File: config.mk
export PLATFORM = sky130hd
export DESIGN_NAME = mcdp_top
export DESIGN_NICKNAME = d
export VERILOG_FILES = /design/src/rtl/mcdp_pkg.sv /design/src/rtl/mcdp_regfile.sv /design/src/rtl/mcdp_alu.sv /design/src/rtl/mcdp_top.sv
export SDC_FILE = /design/constraint.sdc
export NUM_CORES = 2
export LEC_CHECK = 0
export BUFFER_PORTS_ARGS = -buffer_cell sky130_fd_sc_hd__buf_2
export CORE_AREA = 2 2 338 340
export DETAILED_ROUTE_END_ITERATION = 10
export DIE_AREA = 0 0 340 342
export HOLD_SLACK_MARGIN = 0.03
export PLACE_DENSITY = 0.81
export REMOVE_ABC_BUFFERS = 1
export SYNTH_ARGS = -nofsm -noshare
export SYNTH_HDL_FRONTEND = slang
export SYNTH_HIERARCHICAL = 1
export SYNTH_SLANG_ARGS = --single-unit
File: constraint.sdc
create_clock -name clk -period 7.4 [get_ports clk]
set_input_delay 0.37 -clock clk [delete_from_list [all_inputs] [get_ports clk]]
set_output_delay 0.37 -clock clk [all_outputs]
set_load 0.05 [all_outputs]
File: src/rtl/mcdp_pkg.sv
package mcdp_pkg;
    localparam int XLEN = 32;

    // Instruction field view; bit positions fixed by the instruction encoding.
    typedef struct packed {
        logic [5:0] opc;
        logic [4:0] rs;
        logic [4:0] rt;
        logic [4:0] rd;
        logic [4:0] sh;
        logic [5:0] fn;
    } instr_t;

    typedef enum logic [1:0] {AM_ADD = 2'b00, AM_SUB = 2'b01, AM_FUNCT = 2'b10} alu_mode_e;
    typedef enum logic [1:0] {SB_REG = 2'b00, SB_FOUR = 2'b01, SB_IMM = 2'b10, SB_IMM4 = 2'b11} srcb_e;
    typedef enum logic [1:0] {PS_ALU = 2'b00, PS_LATCH = 2'b01, PS_JUMP = 2'b10} pcsel_e;
    typedef enum logic [2:0] {OP_ADD, OP_SUB, OP_AND, OP_OR, OP_SLT, OP_ZERO} alu_op_e;

    localparam logic [5:0] FN_ADD = 6'h20;
    localparam logic [5:0] FN_SUB = 6'h22;
    localparam logic [5:0] FN_AND = 6'h24;
    localparam logic [5:0] FN_OR  = 6'h25;
    localparam logic [5:0] FN_SLT = 6'h2A;

    function automatic alu_op_e alu_decode(input logic [1:0] mode, input logic [5:0] fn);
        alu_op_e op;
        case (mode)
            AM_ADD:   op = OP_ADD;
            AM_SUB:   op = OP_SUB;
            AM_FUNCT: begin
                case (fn)
                    FN_ADD:  op = OP_ADD;
                    FN_SUB:  op = OP_SUB;
                    FN_AND:  op = OP_AND;
                    FN_OR:   op = OP_OR;
                    FN_SLT:  op = OP_SLT;
                    default: op = OP_ZERO;
                endcase
            end
            default:  op = OP_ZERO;
        endcase
        return op;
    endfunction
endpackage

File: src/rtl/mcdp_regfile.sv
module mcdp_regfile
    import mcdp_pkg::*;
#(
    parameter int WIDTH = XLEN,
    parameter int DEPTH = 32
) (
    input  logic                     clk,
    input  logic                     rst,
    input  logic [$clog2(DEPTH)-1:0] ra,
    input  logic [$clog2(DEPTH)-1:0] rb,
    input  logic [$clog2(DEPTH)-1:0] wa,
    input  logic [WIDTH-1:0]         wd,
    input  logic                     we,
    output logic [WIDTH-1:0]         rda,
    output logic [WIDTH-1:0]         rdb
);
    localparam int AW = $clog2(DEPTH);

    logic [WIDTH-1:0] regs [DEPTH];

    // Entry 0 is never loaded, so it reads zero forever.
    always_ff @(posedge clk) begin
        for (int i = 0; i < DEPTH; i++) begin
            if (rst) begin
                regs[i] <= '0;
            end else if (we && (wa == AW'(i)) && (i != 0)) begin
                regs[i] <= wd;
            end
        end
    end

    assign rda = regs[ra];
    assign rdb = regs[rb];
endmodule

File: src/rtl/mcdp_alu.sv
module mcdp_alu
    import mcdp_pkg::*;
#(
    parameter int WIDTH = XLEN
) (
    input  alu_op_e          op,
    input  logic [WIDTH-1:0] a,
    input  logic [WIDTH-1:0] b,
    output logic [WIDTH-1:0] y,
    output logic             zero
);
    always_comb begin
        case (op)
            OP_ADD:  y = a + b;
            OP_SUB:  y = a - b;
            OP_AND:  y = a & b;
            OP_OR:   y = a | b;
            OP_SLT:  y = WIDTH'($signed(a) < $signed(b));
            default: y = '0;
        endcase
    end

    assign zero = (y == '0);

    always_comb begin
        if (op == OP_SLT) begin
            AST_SLT_BOOLEAN: assert (y[WIDTH-1:1] == '0);
        end
    end
endmodule

File: src/rtl/mcdp_top.sv
module mcdp_top
    import mcdp_pkg::*;
#(
    parameter int DW      = XLEN,
    parameter int REG_NUM = 32
) (
    input  logic          clk,
    input  logic          rst,
    input  logic          pc_wr,
    input  logic          pc_wr_cond,
    input  logic          addr_sel,
    input  logic          ir_wr,
    input  logic          reg_wr,
    input  logic          dst_sel,
    input  logic          wb_sel,
    input  logic          srca_sel,
    input  logic [1:0]    srcb_sel,
    input  logic [1:0]    alu_mode,
    input  logic [1:0]    pc_sel,
    input  logic [DW-1:0] mem_rdata,
    output logic [DW-1:0] mem_addr,
    output logic [DW-1:0] mem_wdata,
    output logic [5:0]    opcode,
    output logic [5:0]    funct,
    output logic          alu_zero
);
    localparam int RAW = $clog2(REG_NUM);
    localparam int IMM_W = 16;

    logic [DW-1:0] pc_q, a_q, b_q, res_q, mdr_q;
    instr_t        ir_q;

    logic [DW-1:0] rda, rdb, wdata, imm_ext, imm_sh, opa, opb, alu_y, pc_next, jmp_tgt;
    logic [RAW-1:0] waddr;
    alu_op_e       alu_op;
    logic          pc_load;

    // Operand and immediate shaping
    assign imm_ext = {{(DW-IMM_W){ir_q[IMM_W-1]}}, ir_q[IMM_W-1:0]};
    assign imm_sh  = {imm_ext[DW-3:0], 2'b00};
    assign jmp_tgt = {pc_q[DW-1:DW-4], ir_q[25:0], 2'b00};

    assign waddr = dst_sel ? RAW'(ir_q.rd) : RAW'(ir_q.rt);
    assign wdata = wb_sel ? mdr_q : res_q;

    mcdp_regfile #(.WIDTH(DW), .DEPTH(REG_NUM)) i_regs (
        .clk (clk),
        .rst (rst),
        .ra  (RAW'(ir_q.rs)),
        .rb  (RAW'(ir_q.rt)),
        .wa  (waddr),
        .wd  (wdata),
        .we  (reg_wr),
        .rda (rda),
        .rdb (rdb)
    );

    assign opa = srca_sel ? a_q : pc_q;

    always_comb begin
        case (srcb_e'(srcb_sel))
            SB_REG:  opb = b_q;
            SB_FOUR: opb = DW'(4);
            SB_IMM:  opb = imm_ext;
            default: opb = imm_sh;
        endcase
    end

    assign alu_op = alu_decode(alu_mode, ir_q.fn);

    mcdp_alu #(.WIDTH(DW)) i_alu (
        .op   (alu_op),
        .a    (opa),
        .b    (opb),
        .y    (alu_y),
        .zero (alu_zero)
    );

    always_comb begin
        case (pcsel_e'(pc_sel))
            PS_LATCH: pc_next = res_q;
            PS_JUMP:  pc_next = jmp_tgt;
            default:  pc_next = alu_y;
        endcase
    end

    assign pc_load = pc_wr | (pc_wr_cond & alu_zero);

    // Holding registers: PC and IR are enabled, the others load every cycle.
    always_ff @(posedge clk) begin
        if (rst) begin
            pc_q  <= '0;
            ir_q  <= '0;
            a_q   <= '0;
            b_q   <= '0;
            res_q <= '0;
            mdr_q <= '0;
        end else begin
            if (pc_load) pc_q <= pc_next;
            if (ir_wr)   ir_q <= instr_t'(mem_rdata);
            a_q   <= rda;
            b_q   <= rdb;
            res_q <= alu_y;
            mdr_q <= mem_rdata;
        end
    end

    assign mem_addr  = addr_sel ? res_q : pc_q;
    assign mem_wdata = b_q;
    assign opcode    = ir_q.opc;
    assign funct     = ir_q.fn;

    AST_PC_HOLD: assert property (@(posedge clk) disable iff (rst)
        (!pc_wr && !pc_wr_cond) |=> $stable(pc_q));
    AST_IR_HOLD: assert property (@(posedge clk) disable iff (rst)
        !ir_wr |=> $stable(ir_q));
    AST_FETCH_STEP: assert property (@(posedge clk) disable iff (rst)
        (pc_wr && !srca_sel && srcb_sel == 2'b01 && alu_mode == 2'b00 && pc_sel == 2'b00)
        |=> pc_q == $past(pc_q) + DW'(4));
    AST_BRANCH_TAKE: assert property (@(posedge clk) disable iff (rst)
        (pc_wr_cond && !pc_wr && alu_zero && pc_sel == 2'b01) |=> pc_q == $past(res_q));
    AST_ZERO_REG: assert property (@(posedge clk) disable iff (rst)
        ($past(ir_q.rs) == 5'd0) |-> a_q == '0);
endmodule

### Word level (Yosys, flattened, before mapping)

Memory sizes are Yosys's and may differ from the RTL's. A register that Yosys moved wholly into a read port is not among the register bits.
Index checks and enable logic that the tools add are counted.

* register bits after elaboration: 128
* RAM bits: 1024
* input bits: 48
* output and inout port bits: 77
* word-level logic and storage cells: 267
* memories: 1

* add/subtract/negate cells: 2
* $lt $le $gt $ge: 1
* eq/ne operators: 46
* muxes and demuxes: 135
* bitwise logic cells: 36
* reductions and logical operators: 36

Memories
* i_regs.regs: depth 32, width 32, rd ports 2, clocked after memory_dff 2, write ports 32, line mcdp_regfile.sv:19 `logic [WIDTH-1:0] regs [DEPTH];`

Operators by type and width (number)
* 32-bit two-way mux: 34
* 32-bit case mux with 5 select lines: 1
* 32-bit case mux with 3 select lines: 1
* 1-bit two-way mux: 95
* 5-bit equality test, second input constant: 16
* 32-bit case mux with 2 select lines: 1
* 5-bit by 4-bit equality test with 1-bit output, second input constant: 8
* 32-bit adder: 1
* 32-bit bitwise AND: 1
* 32-bit logical NOT: 1
* 32-bit less-than comparator: 1
* 1-bit bitwise OR: 32
* 32-bit bitwise OR: 1
* 32-bit subtractor: 1
* 1-bit logical AND: 31
* 6-bit equality test, second input constant: 5
* 5-bit by 3-bit equality test with 1-bit output, second input constant: 4
* 3-bit case mux with 5 select lines: 1
* 5-bit by 2-bit equality test with 1-bit output, second input constant: 2
* 3-bit case mux with 3 select lines: 1
* 2-bit by 1-bit equality test with 1-bit output, second input constant: 3
* 2-bit equality test, second input constant: 3
* 3-bit by 2-bit equality test with 1-bit output, second input constant: 2
* 5-bit by 1-bit equality test with 1-bit output, second input constant: 1
* 8 further kinds: 9

### Depth between registers and ports, before layout

* depth after elaboration: 9
* depth in mapped cells: 25
* gate-level depth less buffers: 19

### Modules after synthesis

The synthesis kept the hierarchy.

By module, submodules not included
* mcdp_regfile: instances 1, cells each 3681, area an instance 53431.2 um^2, sequential area each 29788.6 um^2
* mcdp_top: instances 1, cells each 799, area an instance 8276.7 um^2, sequential area each 3843.7 um^2
* mcdp_alu: instances 1, cells each 800, area an instance 5236.3 um^2, sequential area each 0.0 um^2

### Least setup slack after synthesis

No wires, ideal clock.

* path type: input port to flip-flop
* from: input srcb_sel[0]
* to: register pc_q[18]
* library setup time: 0.132 ns
* arrival: 5.411 ns
* required time: 7.268 ns
* slack: 1.857 ns
* stages: 25
* buffers on the path: 6
* cells stage by stage: buf_2 -> and2_1 -> buf_2 -> buf_6 -> nand2_1 -> o21ai_1 -> inv_1 -> ha_1 -> buf_6 -> nor2b_4 -> or4_4 -> o21a_1 -> a21oi_2 -> nor2b_1 -> nor4b_1 -> a211o_1 -> or4b_1 -> nor4b_2 -> nand4_1 -> nor4_2 -> a21oi_1 -> buf_4 -> buf_4 -> nand2_1 -> a21oi_2

* longest elaborated chain between the ends: 7
* elaborated cells between the ends (all ways): 14
* classes of those cells: 2 x add/sub; 1 x order compare; 2 x eq/ne; 3 x mux; 4 x bitwise; 2 x reduce/logical

Ends and longest elaborated chain
* start, declared: line mcdp_top.sv:17 `input logic [1:0] srcb_sel,`
* 2-bit equality test, or another cell as far along: line mcdp_top.sv:61 `case (srcb_e'(srcb_sel))`
* 32-bit case mux with 3 select lines *: line mcdp_top.sv:61
* named net opb[4]: line mcdp_top.sv:33 `logic [DW-1:0] rda, rdb, wdata, imm_ext, imm_sh, opa, opb, alu_y, pc_next, jmp_tgt;`
* 32-bit subtractor or 32-bit adder (tied branches): line mcdp_alu.sv:15, mcdp_alu.sv:14
* 32-bit case mux with 5 select lines *: line mcdp_alu.sv:13 `case (op)`
* named net alu_y[15]: line mcdp_top.sv:33
* 32-bit logical NOT *: line mcdp_alu.sv:23 `assign zero = (y == '0);`
* named net alu_zero: line mcdp_top.sv:25 `output logic alu_zero`
* 1-bit bitwise AND *: line mcdp_top.sv:87 `assign pc_load = pc_wr | (pc_wr_cond & alu_zero);`
* 1-bit bitwise OR *: line mcdp_top.sv:87
* end signal, assigned: line mcdp_top.sv:99 `if (pc_load) pc_q <= pc_next;`
* end, declared: line mcdp_top.sv:30 `logic [DW-1:0] pc_q, a_q, b_q, res_q, mdr_q;`

The timed path passes the listed nets; every way through them passes the cells marked *.
A chain may end at the register's enable or synchronous reset.

### Worst setup path after layout

* from: register ir_q (netlist bit funct[2])
* to: output alu_zero

* elaborated cells between the ends (all ways): 20
* classes of those cells: 2 x add/sub; 1 x order compare; 9 x eq/ne; 4 x mux; 2 x bitwise; 2 x reduce/logical

RTL lines
* start, declared: line mcdp_top.sv:31 `instr_t ir_q;`
* start signal, assigned: line mcdp_top.sv:100 `if (ir_wr) ir_q <= instr_t'(mem_rdata);`
* 32-bit case mux with 3 select lines *: line mcdp_top.sv:61
* named net opb[2]: line mcdp_top.sv:33
* 32-bit subtractor or 32-bit adder (tied branches): line mcdp_alu.sv:15, mcdp_alu.sv:14
* 32-bit case mux with 5 select lines *: line mcdp_alu.sv:13
* named net alu_y[4]: line mcdp_top.sv:33
* 32-bit logical NOT *: line mcdp_alu.sv:23
* end, declared: line mcdp_top.sv:25

Marks and branches as above.

==> qor.txt <==
Top Ports -> 125
Fin crit share -> 86.3%
Clk buf depth -> 3
Cell Int Power -> 11.9 mW
Total number of vias -> 47900
CTS buffer count -> 116
Most common cell in the netlist -> and2_1
Clk root buf -> clkbuf_16
Gpl congestion -> 0.958
First-pass GRT wire length -> 321 mm
Setup TNS -> 0 ps
Die X -> 340 um
FF/Latch Area -> 33700 um^2
Vias per cell -> 7.10
Die area -> 116000 um^2
Pwr Density -> 228 nW/um^2
Vias in the first global route -> 48200
# Post-CTS Setup Buffers -> 0
Main synth FF type -> edfxtp_1
Initial drt markers -> 7216
Row count -> 124
Post-synth EDFFs -> 992
Crit Path Class -> reg -> out
Post-synthesis adder-cell area fraction -> 2.06%
Final Setup Violations -> 0
Worst-margin pin slew -> 1310 ps
Synth Area in XOR/XNOR -> 0.275%
Seq cells post-synth -> 1184
GR Overflow Total -> 0
Fin. Hold Viols -> 0
Post-synth top cells -> and2_1, edfxtp_1, mux4_2
Post-synthesis sequential area ratio -> 50.2%
PostCTS Resize Cnt -> 0
Worst-Skew Late Latency -> 710 ps
RSZ-0062 raised after global routing -> false
Core Footprint -> 113000 um^2
Cells after synthesis -> 5280
Worst min path class -> in -> reg
Startpoint types -> flop
Worst setup EP type -> primary output
Fin Clk Skew -> 30.0 ps
PortBufs -> 124
Slew HR -> 12.6%
Layout net count -> 5287
Sink Count -> 1184
Post-synth top area cell -> edfxtp_1
Switching share of power -> 28.2%
Final Critical Period -> 6390 ps
Mapped Area -> 66900 um^2
Die span in y -> 342 um
Layout cells sized above 1 -> 20.7%
Hold Buf Count CTS -> 32
Synth top area cells -> edfxtp_1, mux4_2, and2_1
Comb pwr share -> 17.1%
Initial core utilization -> 59.2%
CP max FO -> 8
Worst EP arrival -> 6020 ps
Post-Synth Simple-Gate Area -> 15.0%
WL final -> 223 mm
DR WL/cell -> 33.0 um
Final HPWL DP -> 132 mm
Ys async rst share -> 0%
Share of power burned in registers -> 47.0%
Drt first pass iters -> 6
Main combinational cell family by area after synthesis -> multiplexers
CTS H-tree depth -> 3
Slew Viols, Final -> 0
Compound-gate portion of the synthesized area -> 9.06%
Static Leak -> 26.4 nW
Largest net degree at the start of global routing -> 170
VDD IR max -> 0.187 mV
Fmax -> 157 MHz
Synth top area share -> 44.5%
GRT Total Usage -> 37.8%
Initial antenna violation count -> 17
Final Util -> 64.2%
Synth cell types -> 83
CP required -> 7030 ps
Post-synthesis mux area share -> 19.0%
Final ANT Viol Nets -> 0
Psw -> 4.66 mW
Syn_area_per_cell -> 12.7 um^2
Max-cap violations -> 0
CTS tree -> yes
Status -> complete, no violations
CTS clock-pin slew for the worst setup and hold paths -> 60 ps
Ys Warns -> 6
Layout area overhead -> 8.39%
# fillers -> 8039
Area of the multi-input gates -> 31000 um^2
Residual DRC count -> 0
Clock group share of total power -> 36.0%
==> cells in the final DEF (no fill, tap or decap), types with 13 or more instances in the layout <==
cell type,instances
and2_1,1030
edfxtp_1,992
mux4_2,384
mux2i_1,221
a22o_1,194
nand2_1,185
dfxtp_1,182
mux2_2,159
nor2b_1,143
buf_2,123
clkbuf_16,121
nor2_1,106
ha_1,106
buf_4,102
a21oi_1,100
inv_1,98
o22ai_1,79
a211oi_1,78
o31ai_1,76
o21ai_1,67
o21ai_0,57
nand2b_1,36
and3_1,36
nand3_1,34
dlygate4sd3_1,32
nor3_1,30
a221o_1,30
o21bai_4,30
a21o_1,29
nor2_4,28
clkinv_2,25
clkbuf_1,21
xnor2_1,19
a31oi_1,15
nor4_1,14
o211ai_1,14
a21oi_2,13
==> per-stage QoR <==
step                      hold WS [ps]  instance area [um^2]  setup WS (ps)  std cells  power, mW
final                              111                 72600           1010       6750       16.5
after global routing               146                 72500            744       6743       16.9
after CTS                         76.7                 72500           1090       6742       16.4
after detailed placement           459                 68400           1080       6492       10.6
after global placement             462                 68400           1190       6492       10.5
after floorplan                    432                 64400          -8060       4748       9.78
==> layout make-up <==
cell class	instances	share of cell area [%]
Inverter	102	0.528
Clock buffer	158	4.52
Sequential cell	1184	46.4
Timing Repair Buffer	264	2.53
Multi-Input combinational cell	3462	42.7
Tap cell	1512	2.61
Clock inverter	60	0.740
Antenna cell	8	0.0276
==> power by group through the flow <==
stage	clock network, mW	registers (mW)	logic (mW)
5_1_grt	6.19	7.78	2.92
3_5_place_dp	0	7.89	2.70
2_1_floorplan	0	7.95	1.83
4_1_cts	5.95	7.75	2.73
3_3_place_gp	0	7.86	2.67
6_report	5.94	7.76	2.82
==> metal layers <==
layer	wire length, um	global-route usage (%)
met4	16400	24.5
met2	98800	57.4
met1	73500	46.8
met3	33700	12.4
met5	106	0
==> worst max-delay path: stages (launching register included) <==
cell,delay [ps]
dfxtp_1,620
and2_1,200
a211oi_1,60
a21oi_2,240
inv_1,100
ha_1,370
a21o_1,240
a21oi_1,200
nor4_1,70
a21oi_1,130
o311ai_0,190
or4b_1,610
nor4_1,580
or4b_1,550
nor4b_2,240
nand4_1,170
nor4_2,380
buf_2,360
==> cell families after synthesis <==
group           after synthesis
fa+ha+maj                   109
compound gates              842
buf+inv                     634
simple gates               1719
xor+xnor                     21
mux                         771
flops                      1184
==> registers in the layout, indices dropped and copies added, names as in the netlist, 10 cells and up <==
name         cells
a_q             32
i_regs/regs    992
imm_ext         10
ir_q            10
mdr_q           32
mem_wdata       32
pc_q            32
res_q           32
==> path summary, 6_finish.rpt <==
| check | startpoint | endpoint | slack, ps | depth (start not counted) |
|---|---|---|---|---|
| max | funct[2]$_SDFFE_PP0P_ | alu_zero | 1010 | 17 |
| min | pc_wr | pc_q[0]$_SDFFE_PP0N_ | 110 | 4 |
| max reg2reg | funct[2]$_SDFFE_PP0P_ | pc_q[31]$_SDFFE_PP0P_ | 1360 | 20 |
| min reg2reg | pc_q[3]$_SDFFE_PP0N_ | pc_q[3]$_SDFFE_PP0N_ | 470 | 2 |
No activity file was read; power rests on OpenSTA's default activity.
